`src/rtl/pcap_pkg.sv`:
```
package pcap_pkg;

  typedef enum logic [1:0] {
    ST_IDLE = 2'd0,
    ST_PRE  = 2'd1,
    ST_POST = 2'd2,
    ST_DONE = 2'd3
  } cap_state_e;

  localparam logic [1:0] STAT_STOPPED = 2'd0;
  localparam logic [1:0] STAT_WAITING = 2'd1;
  localparam logic [1:0] STAT_DONE    = 2'd2;

endpackage

```
`src/rtl/pcap_rate_div.sv`:
```
module pcap_rate_div #(
  parameter int DIV_W = 16
) (
  input  logic             clk,
  input  logic             rst_n,
  input  logic             restart_i,
  input  logic             enable_i,
  input  logic [DIV_W-1:0] decim_i,
  output logic             tick_o
);

  logic [DIV_W-1:0] cnt_q;

  assign tick_o = enable_i && (cnt_q == '0);

  always_ff @(posedge clk or negedge rst_n) begin
    if (!rst_n) begin
      cnt_q <= '0;
    end else if (restart_i) begin
      cnt_q <= '0;
    end else if (enable_i) begin
      cnt_q <= (cnt_q == '0) ? decim_i : cnt_q - 1'b1;
    end
  end

  // with a nonzero decimation two samples never land on adjacent cycles
  a_r3_sample_gap: assert property (@(posedge clk) disable iff (!rst_n)
    (tick_o && decim_i != '0) |=> !tick_o);

endmodule

```
`src/rtl/pcap_wr_ptr.sv`:
```
module pcap_wr_ptr #(
  parameter int DEPTH = 1024,
  parameter int AW    = 10,
  parameter int CW    = 11
) (
  input  logic          clk,
  input  logic          rst_n,
  input  logic          restart_i,
  input  logic          we_i,
  input  logic [CW-1:0] depth_i,
  output logic [AW-1:0] wptr_o,
  output logic [CW-1:0] fill_o
);

  logic [AW-1:0] wptr_q;
  logic [CW-1:0] fill_q;
  logic          at_last;

  assign at_last = ((CW'(wptr_q) + CW'(1)) >= depth_i);
  assign wptr_o  = wptr_q;
  assign fill_o  = fill_q;

  always_ff @(posedge clk or negedge rst_n) begin
    if (!rst_n) begin
      wptr_q <= '0;
      fill_q <= '0;
    end else if (restart_i) begin
      wptr_q <= '0;
      fill_q <= '0;
    end else if (we_i) begin
      wptr_q <= at_last ? '0 : wptr_q + 1'b1;
      if (fill_q != CW'(DEPTH)) fill_q <= fill_q + 1'b1;
    end
  end

  // each write moves the pointer by one or wraps it to zero
  a_r4_ptr_step: assert property (@(posedge clk) disable iff (!rst_n)
    we_i |=> (wptr_q == '0 || wptr_q == $past(wptr_q) + AW'(1)));

  // the pointer stays inside the active ring
  a_r4_ptr_bound: assert property (@(posedge clk) disable iff (!rst_n)
    (CW'(wptr_q) < depth_i));

endmodule

```
`src/rtl/pcap_ctrl_fsm.sv`:
```
module pcap_ctrl_fsm
  import pcap_pkg::*;
#(
  parameter int DEPTH = 1024,
  parameter int CW    = 11,
  parameter int DIV_W = 16
) (
  input  logic             clk,
  input  logic             rst_n,
  input  logic             run_i,
  input  logic             stop_i,
  input  logic             trig_i,
  input  logic             tick_i,
  input  logic [CW-1:0]    fill_i,
  input  logic [DIV_W-1:0] cfg_decim_i,
  input  logic [CW-1:0]    cfg_pre_i,
  input  logic [CW-1:0]    cfg_depth_i,
  output cap_state_e       state_o,
  output logic [CW-1:0]    depth_o,
  output logic [DIV_W-1:0] decim_o,
  output logic             restart_o,
  output logic             enable_o
);

  cap_state_e       state_q;
  logic [CW-1:0]    dep_q;
  logic [CW-1:0]    pre_q;
  logic [CW-1:0]    left_q;
  logic [DIV_W-1:0] decim_q;
  logic [CW-1:0]    eff_dep;
  logic [CW-1:0]    eff_pre;
  logic             trig_ok;

  assign eff_dep = (cfg_depth_i == '0 || cfg_depth_i > CW'(DEPTH)) ? CW'(DEPTH) : cfg_depth_i;
  assign eff_pre = (cfg_pre_i > eff_dep) ? eff_dep : cfg_pre_i;

  assign restart_o = run_i && !stop_i;
  assign enable_o  = (state_q == ST_PRE || state_q == ST_POST) && !run_i && !stop_i;
  assign trig_ok   = trig_i && (fill_i >= pre_q);

  assign state_o = state_q;
  assign depth_o = dep_q;
  assign decim_o = decim_q;

  always_ff @(posedge clk or negedge rst_n) begin
    if (!rst_n) begin
      state_q <= ST_IDLE;
      dep_q   <= CW'(DEPTH);
      pre_q   <= '0;
      left_q  <= '0;
      decim_q <= '0;
    end else if (stop_i) begin
      state_q <= ST_IDLE;
    end else if (run_i) begin
      state_q <= ST_PRE;
      dep_q   <= eff_dep;
      pre_q   <= eff_pre;
      decim_q <= cfg_decim_i;
    end else begin
      case (state_q)
        ST_PRE: begin
          if (trig_ok) begin
            left_q  <= dep_q - pre_q;
            state_q <= (dep_q == pre_q) ? ST_DONE : ST_POST;
          end
        end
        ST_POST: begin
          if (tick_i) begin
            left_q <= left_q - 1'b1;
            if (left_q == CW'(1)) state_q <= ST_DONE;
          end
        end
        default: ;
      endcase
    end
  end

  // stop always lands in the stopped state
  a_r8_stop_to_idle: assert property (@(posedge clk) disable iff (!rst_n)
    stop_i |=> state_q == ST_IDLE);

  // an accepted run always re-arms the pre-trigger phase
  a_r9_run_rearm: assert property (@(posedge clk) disable iff (!rst_n)
    (run_i && !stop_i) |=> state_q == ST_PRE);

  // no trigger is taken while the pre-trigger part is still filling
  a_r5_trigger_gate: assert property (@(posedge clk) disable iff (!rst_n)
    (state_q == ST_PRE && fill_i < pre_q && !run_i && !stop_i) |=> state_q == ST_PRE);

  // the post phase always has writes outstanding
  a_r6_post_pending: assert property (@(posedge clk) disable iff (!rst_n)
    (state_q == ST_POST) |-> left_q != '0);

endmodule

```
`src/rtl/pcap_capture_ctrl.sv`:
```
module pcap_capture_ctrl
  import pcap_pkg::*;
#(
  parameter int NCH   = 8,
  parameter int DEPTH = 1024,
  parameter int DIV_W = 16,
  localparam int AW   = (DEPTH > 1) ? $clog2(DEPTH) : 1,
  localparam int CW   = $clog2(DEPTH + 1)
) (
  input  logic             clk,
  input  logic             rst_n,
  input  logic [NCH-1:0]   smp_data_i,
  input  logic             trig_hit_i,
  input  logic             run_i,
  input  logic             stop_i,
  input  logic [DIV_W-1:0] cfg_decim_i,
  input  logic [CW-1:0]    cfg_pre_i,
  input  logic [CW-1:0]    cfg_depth_i,
  output logic [1:0]       status_o,
  output logic             mem_we_o,
  output logic [AW-1:0]    mem_addr_o,
  output logic [NCH-1:0]   mem_wdata_o,
  output logic [AW-1:0]    start_addr_o
);

  cap_state_e       state;
  logic [CW-1:0]    depth;
  logic [DIV_W-1:0] decim;
  logic             restart;
  logic             enable;
  logic             tick;
  logic [AW-1:0]    wptr;
  logic [CW-1:0]    fill;

  pcap_ctrl_fsm #(.DEPTH(DEPTH), .CW(CW), .DIV_W(DIV_W)) u_fsm (
    .clk(clk), .rst_n(rst_n),
    .run_i(run_i), .stop_i(stop_i), .trig_i(trig_hit_i), .tick_i(tick),
    .fill_i(fill), .cfg_decim_i(cfg_decim_i), .cfg_pre_i(cfg_pre_i),
    .cfg_depth_i(cfg_depth_i), .state_o(state), .depth_o(depth),
    .decim_o(decim), .restart_o(restart), .enable_o(enable)
  );

  pcap_rate_div #(.DIV_W(DIV_W)) u_div (
    .clk(clk), .rst_n(rst_n), .restart_i(restart), .enable_i(enable),
    .decim_i(decim), .tick_o(tick)
  );

  pcap_wr_ptr #(.DEPTH(DEPTH), .AW(AW), .CW(CW)) u_ptr (
    .clk(clk), .rst_n(rst_n), .restart_i(restart), .we_i(tick),
    .depth_i(depth), .wptr_o(wptr), .fill_o(fill)
  );

  always_comb begin
    case (state)
      ST_PRE, ST_POST: status_o = STAT_WAITING;
      ST_DONE:         status_o = STAT_DONE;
      default:         status_o = STAT_STOPPED;
    endcase
  end

  assign mem_we_o     = tick;
  assign mem_addr_o   = wptr;
  assign mem_wdata_o  = smp_data_i;
  assign start_addr_o = (state == ST_DONE) ? wptr : '0;

  // a finished capture is never overwritten
  a_r7_done_quiet: assert property (@(posedge clk) disable iff (!rst_n)
    (status_o == STAT_DONE) |-> !mem_we_o);

  // the start address holds steady while done persists
  a_r7_start_steady: assert property (@(posedge clk) disable iff (!rst_n)
    (status_o == STAT_DONE && !run_i && !stop_i) |=> $stable(start_addr_o));

  // the unused status code never appears
  a_r2_status_code: assert property (@(posedge clk) disable iff (!rst_n)
    status_o != 2'd3);

endmodule

```
`config.mk`:
```
export PLATFORM = sky130hd
export DESIGN_NAME = pcap_capture_ctrl
export DESIGN_NICKNAME = d
export VERILOG_FILES = /design/src/rtl/pcap_pkg.sv /design/src/rtl/pcap_rate_div.sv /design/src/rtl/pcap_wr_ptr.sv /design/src/rtl/pcap_ctrl_fsm.sv /design/src/rtl/pcap_capture_ctrl.sv
export SDC_FILE = /design/constraint.sdc
export NUM_CORES = 1
export LEC_CHECK = 0
export BUFFER_PORTS_ARGS = -buffer_cell sky130_fd_sc_hd__clkbuf_2
export CAP_MARGIN = 20
export CORE_MARGIN = 8
export CORE_UTILIZATION = 59
export CTS_CLUSTER_DIAMETER = 100
export DETAILED_ROUTE_END_ITERATION = 12
export PLACE_DENSITY = 0.82
export SYNTH_ARGS = -nofsm -noshare
export SYNTH_HDL_FRONTEND = slang
export SYNTH_SLANG_ARGS = --single-unit
```
`constraint.sdc`:
```
create_clock -name clk -period 3.81 [get_ports clk]
set_input_delay 0.762 -clock clk [delete_from_list [all_inputs] [get_ports clk]]
set_output_delay 0.762 -clock clk [all_outputs]
set_load 0.05 [all_outputs]
```
==> qor.yml <==
global_routing:
  grt_max_degree: 52
  grt_pass1_wl_um: 25200
  grt_pass1_vias: 5276
  grt_usage_pct: 23.3
  antenna_found_initial: 0
  grt.overflow.total: 0
synthesis:
  post_synth.cell_area_avg_um2: 8.31
  async_flop_share_pct: 100
  ys_warn_count: 0
  synth-edff-count: 0
  syn-num-nets: 828
  ys_ff_latch: 88
  synth_top_cell_area_share_pct: 36.3
  synth-xor-area-share_pct: 2.92
  synth_compound_area_share_pct: 18.8
  synthFlopType: "dfrtp_1"
  ys_types: 59
  syn_area_um2: 6000
  synthSimpleGateAreaFrac_pct: 24.1
  yosys.area.top_type: "dfrtp_1"
  synth_common_cells: "nand2_1 (109), dfrtp_1 (87), o21ai_0 (64)"
  synth.area.mux_share_pct: 0.667
  synth_fa_ha_area_share_pct: 11.6
  ys_seq_area_share_pct: 36.7
  synth_most_common_cell: "nand2_1"
  synthCells: 722
  synth_area_leaders: "dfrtp_1 (36%), ha_1 (11%), nand2_1 (6.8%)"
  synth_top_family_by_area: "simple AND/OR/NAND/NOR gates"
timing:
  final-setup-viol-count: 0
  slew_violations: 0
  fmax_ghz: 0.298
  fin_ws_ps: 458
  tightestPinTransition_ps: 967
  maxSlewHeadroom_pct: 35.5
  tns_ps: 0
  finalCritPeriodShare_pct: 88.0
  fin_crit_ps: 3350
  hold_violations: 0
  rsz0062_at_grt: "false"
  skew_ps: 16.2
place:
  place.gp.congestion: 0.891
  hpwl_um: 11900
  io_buffers: 65
  dp_slack_ps: 340
  place_area_um2: 6380
layout:
  stdcell_area_um2: 6590
  final_util_pct: 65.3
  regArea_um2: 2200
  layout.nets: 875
  nFillCells: 892
  multiInputGateArea_um2: 3490
  drive_gt1_share_pct: 13.6
  area_growth_pct: 9.86
  diodes: 0
min_path:
  hold_path.class: "primary input to asynchronous set/reset pin"
worst_setup_path:
  start_kind: "register"
  critPathMaxFanout: 12
  end_kind: "register"
  cp.required_ps: 4090
  cp.arrival_ps: 3640
  worst-setup-path-type: "register to register"
routing:
  ant_nets: 0
  viasPerCell: 6.01
  drt_iter0_drc: 545
  drt-met1-wl_um: 6440
  wl_per_cell_um: 17.3
  wl_met2_um: 7810
  wl_met3_um: 962
  vias: 5472
  drt_pass1_iterations: 5
  drt_wl_total_um: 15800
  topRoutingLayerUsed: "met4"
  drc: 0
clocking:
  clock-sinks: 88
  post_cts_resized: 0
  ctsHoldBuffers: 0
  cts_tree: "yes"
  clk_latency_ps: 360
  h-tree-depth: 3
  cts_buffers: 9
  post_cts_buffers: 0
  cts.clk_slew.worst_paths_ps: 100
  ctsLongestPathBuffers: 2
  root_buffer: "clkbuf_8"
floorplanning:
  pin_count: 82
  rows: 37
  dieArea_um2: 13700
  initial_core_util_pct: 59.4
  fp.dieW_um: 117
  core_um2: 10100
  die_h_um: 117
pwr:
  p_leak_nw: 3.21
  peakVddDrop_uv: 618
  power.density_nw_per_um2: 571
outcome:
  status: "finished clean"
flow_run:
  maxCapViolations: 0
## path summary, 6_finish.rpt
check / slack (ps) / start / to / cells after the start
worst max-delay path: 460 / u_ptr.wptr_o[2] / u_ptr.wptr_o[8] / 12
worst min-delay path: 290 / rst_n / u_ptr.wptr_o[3] / 1
worst max register to register: 460 / u_ptr.wptr_o[2] / u_ptr.wptr_o[8] / 12
worst min register to register: 490 / u_fsm.decim_o[10] / u_fsm.decim_o[10] / 2
max in group asynchronous: 2720 / rst_n / u_fsm.pre_q[10] / 2
min in group clk: 490 / u_fsm.decim_o[10] / u_fsm.decim_o[10] / 2
## through the flow
step                      power [mW]  hold slack, ps  instances
after global routing            4.03             296        910
after detailed placement        3.04             464        894
after floorplan                 2.65             440        722
final                           3.76             290        910
after global placement          2.96             460        894
after CTS                       3.74             290        910
## cell families after synthesis
family	count (synthesis)
and+or+nand+nor	297
AOI/OAI and AO/OA	186
DFF	88
buffers and inverters	72
adders and majority gates	55
xor gates and xnor gates	20
muxes	4
## layout by cell type, fill, tap and decap left out, types with 4 or more instances in the layout
| cell | netlist | final |
|---|---|---|
| and3_1 | 14 | 14 |
| o21ai_0 | 64 | 64 |
| o22ai_1 | 4 | 4 |
| nor3_1 | 14 | 14 |
| a31oi_1 | 11 | 11 |
| nor2_1 | 55 | 54 |
| clkbuf_2 | 0 | 64 |
| or3_1 | 16 | 16 |
| xor2_1 | 10 | 10 |
| a221o_1 | 9 | 9 |
| a21o_1 | 9 | 9 |
| and2_1 | 12 | 12 |
| inv_1 | 36 | 36 |
| clkbuf_8 | 0 | 10 |
| nand4_1 | 8 | 8 |
| ha_1 | 54 | 54 |
| o31ai_1 | 6 | 6 |
| mux2i_1 | 4 | 4 |
| xnor2_1 | 10 | 10 |
| dfrtp_1 | 87 | 87 |
| nand3_1 | 24 | 24 |
| nand2_1 | 109 | 109 |
| nand2b_1 | 17 | 16 |
| nor2b_1 | 5 | 5 |
| a22o_1 | 5 | 5 |
| buf_4 | 9 | 8 |
| nor4_1 | 8 | 8 |
| a21oi_1 | 57 | 57 |
## worst max-delay path, stage by stage, from the launching register on
cell      delay, ps
dfrtp_1         510
and3_1          230
and3_1          240
and3_1          250
and3_1          230
xor2_1          220
ha_1            290
a21o_1          180
a21oi_1         190
o211ai_2        180
nor2_2          450
a21oi_1         130
a31oi_1         170
## metal layers
layer / vias to the layer above / global-route usage (%)
li1: 2637 / -
met5: - / 0
met2: 200 / 40.7
met3: 45 / 4.10
met1: 2590 / 27.3
met4: 0 / 10.7
## layout make-up
type / instances / share of cell area [%]
multi-input cells: 562 / 53.0
flip-flops and latches: 88 / 33.4
repair buffers: 72 / 5.77
well taps: 136 / 2.58
clock buffers: 10 / 2.09
inverters: 36 / 2.05
clock inverters: 6 / 1.10
## flip-flops by register name, summed over array words and instances (netlist names)
name,cells
u_fsm.left_q,11
u_div.cnt_q,16
u_fsm.pre_q,11
u_ptr.fill_o,11
u_fsm.state_o,2
u_fsm.depth_o,11
u_fsm.decim_o,16
u_ptr.wptr_o,10
## power by group
group / internal [mW] / switching (mW) / total [mW]
Clock: 0.330 / 0.368 / 0.697
Combinational: 0.653 / 1.06 / 1.72
Sequential: 1.13 / 0.221 / 1.35
Note: power is estimated with default switching activity, not from simulation.
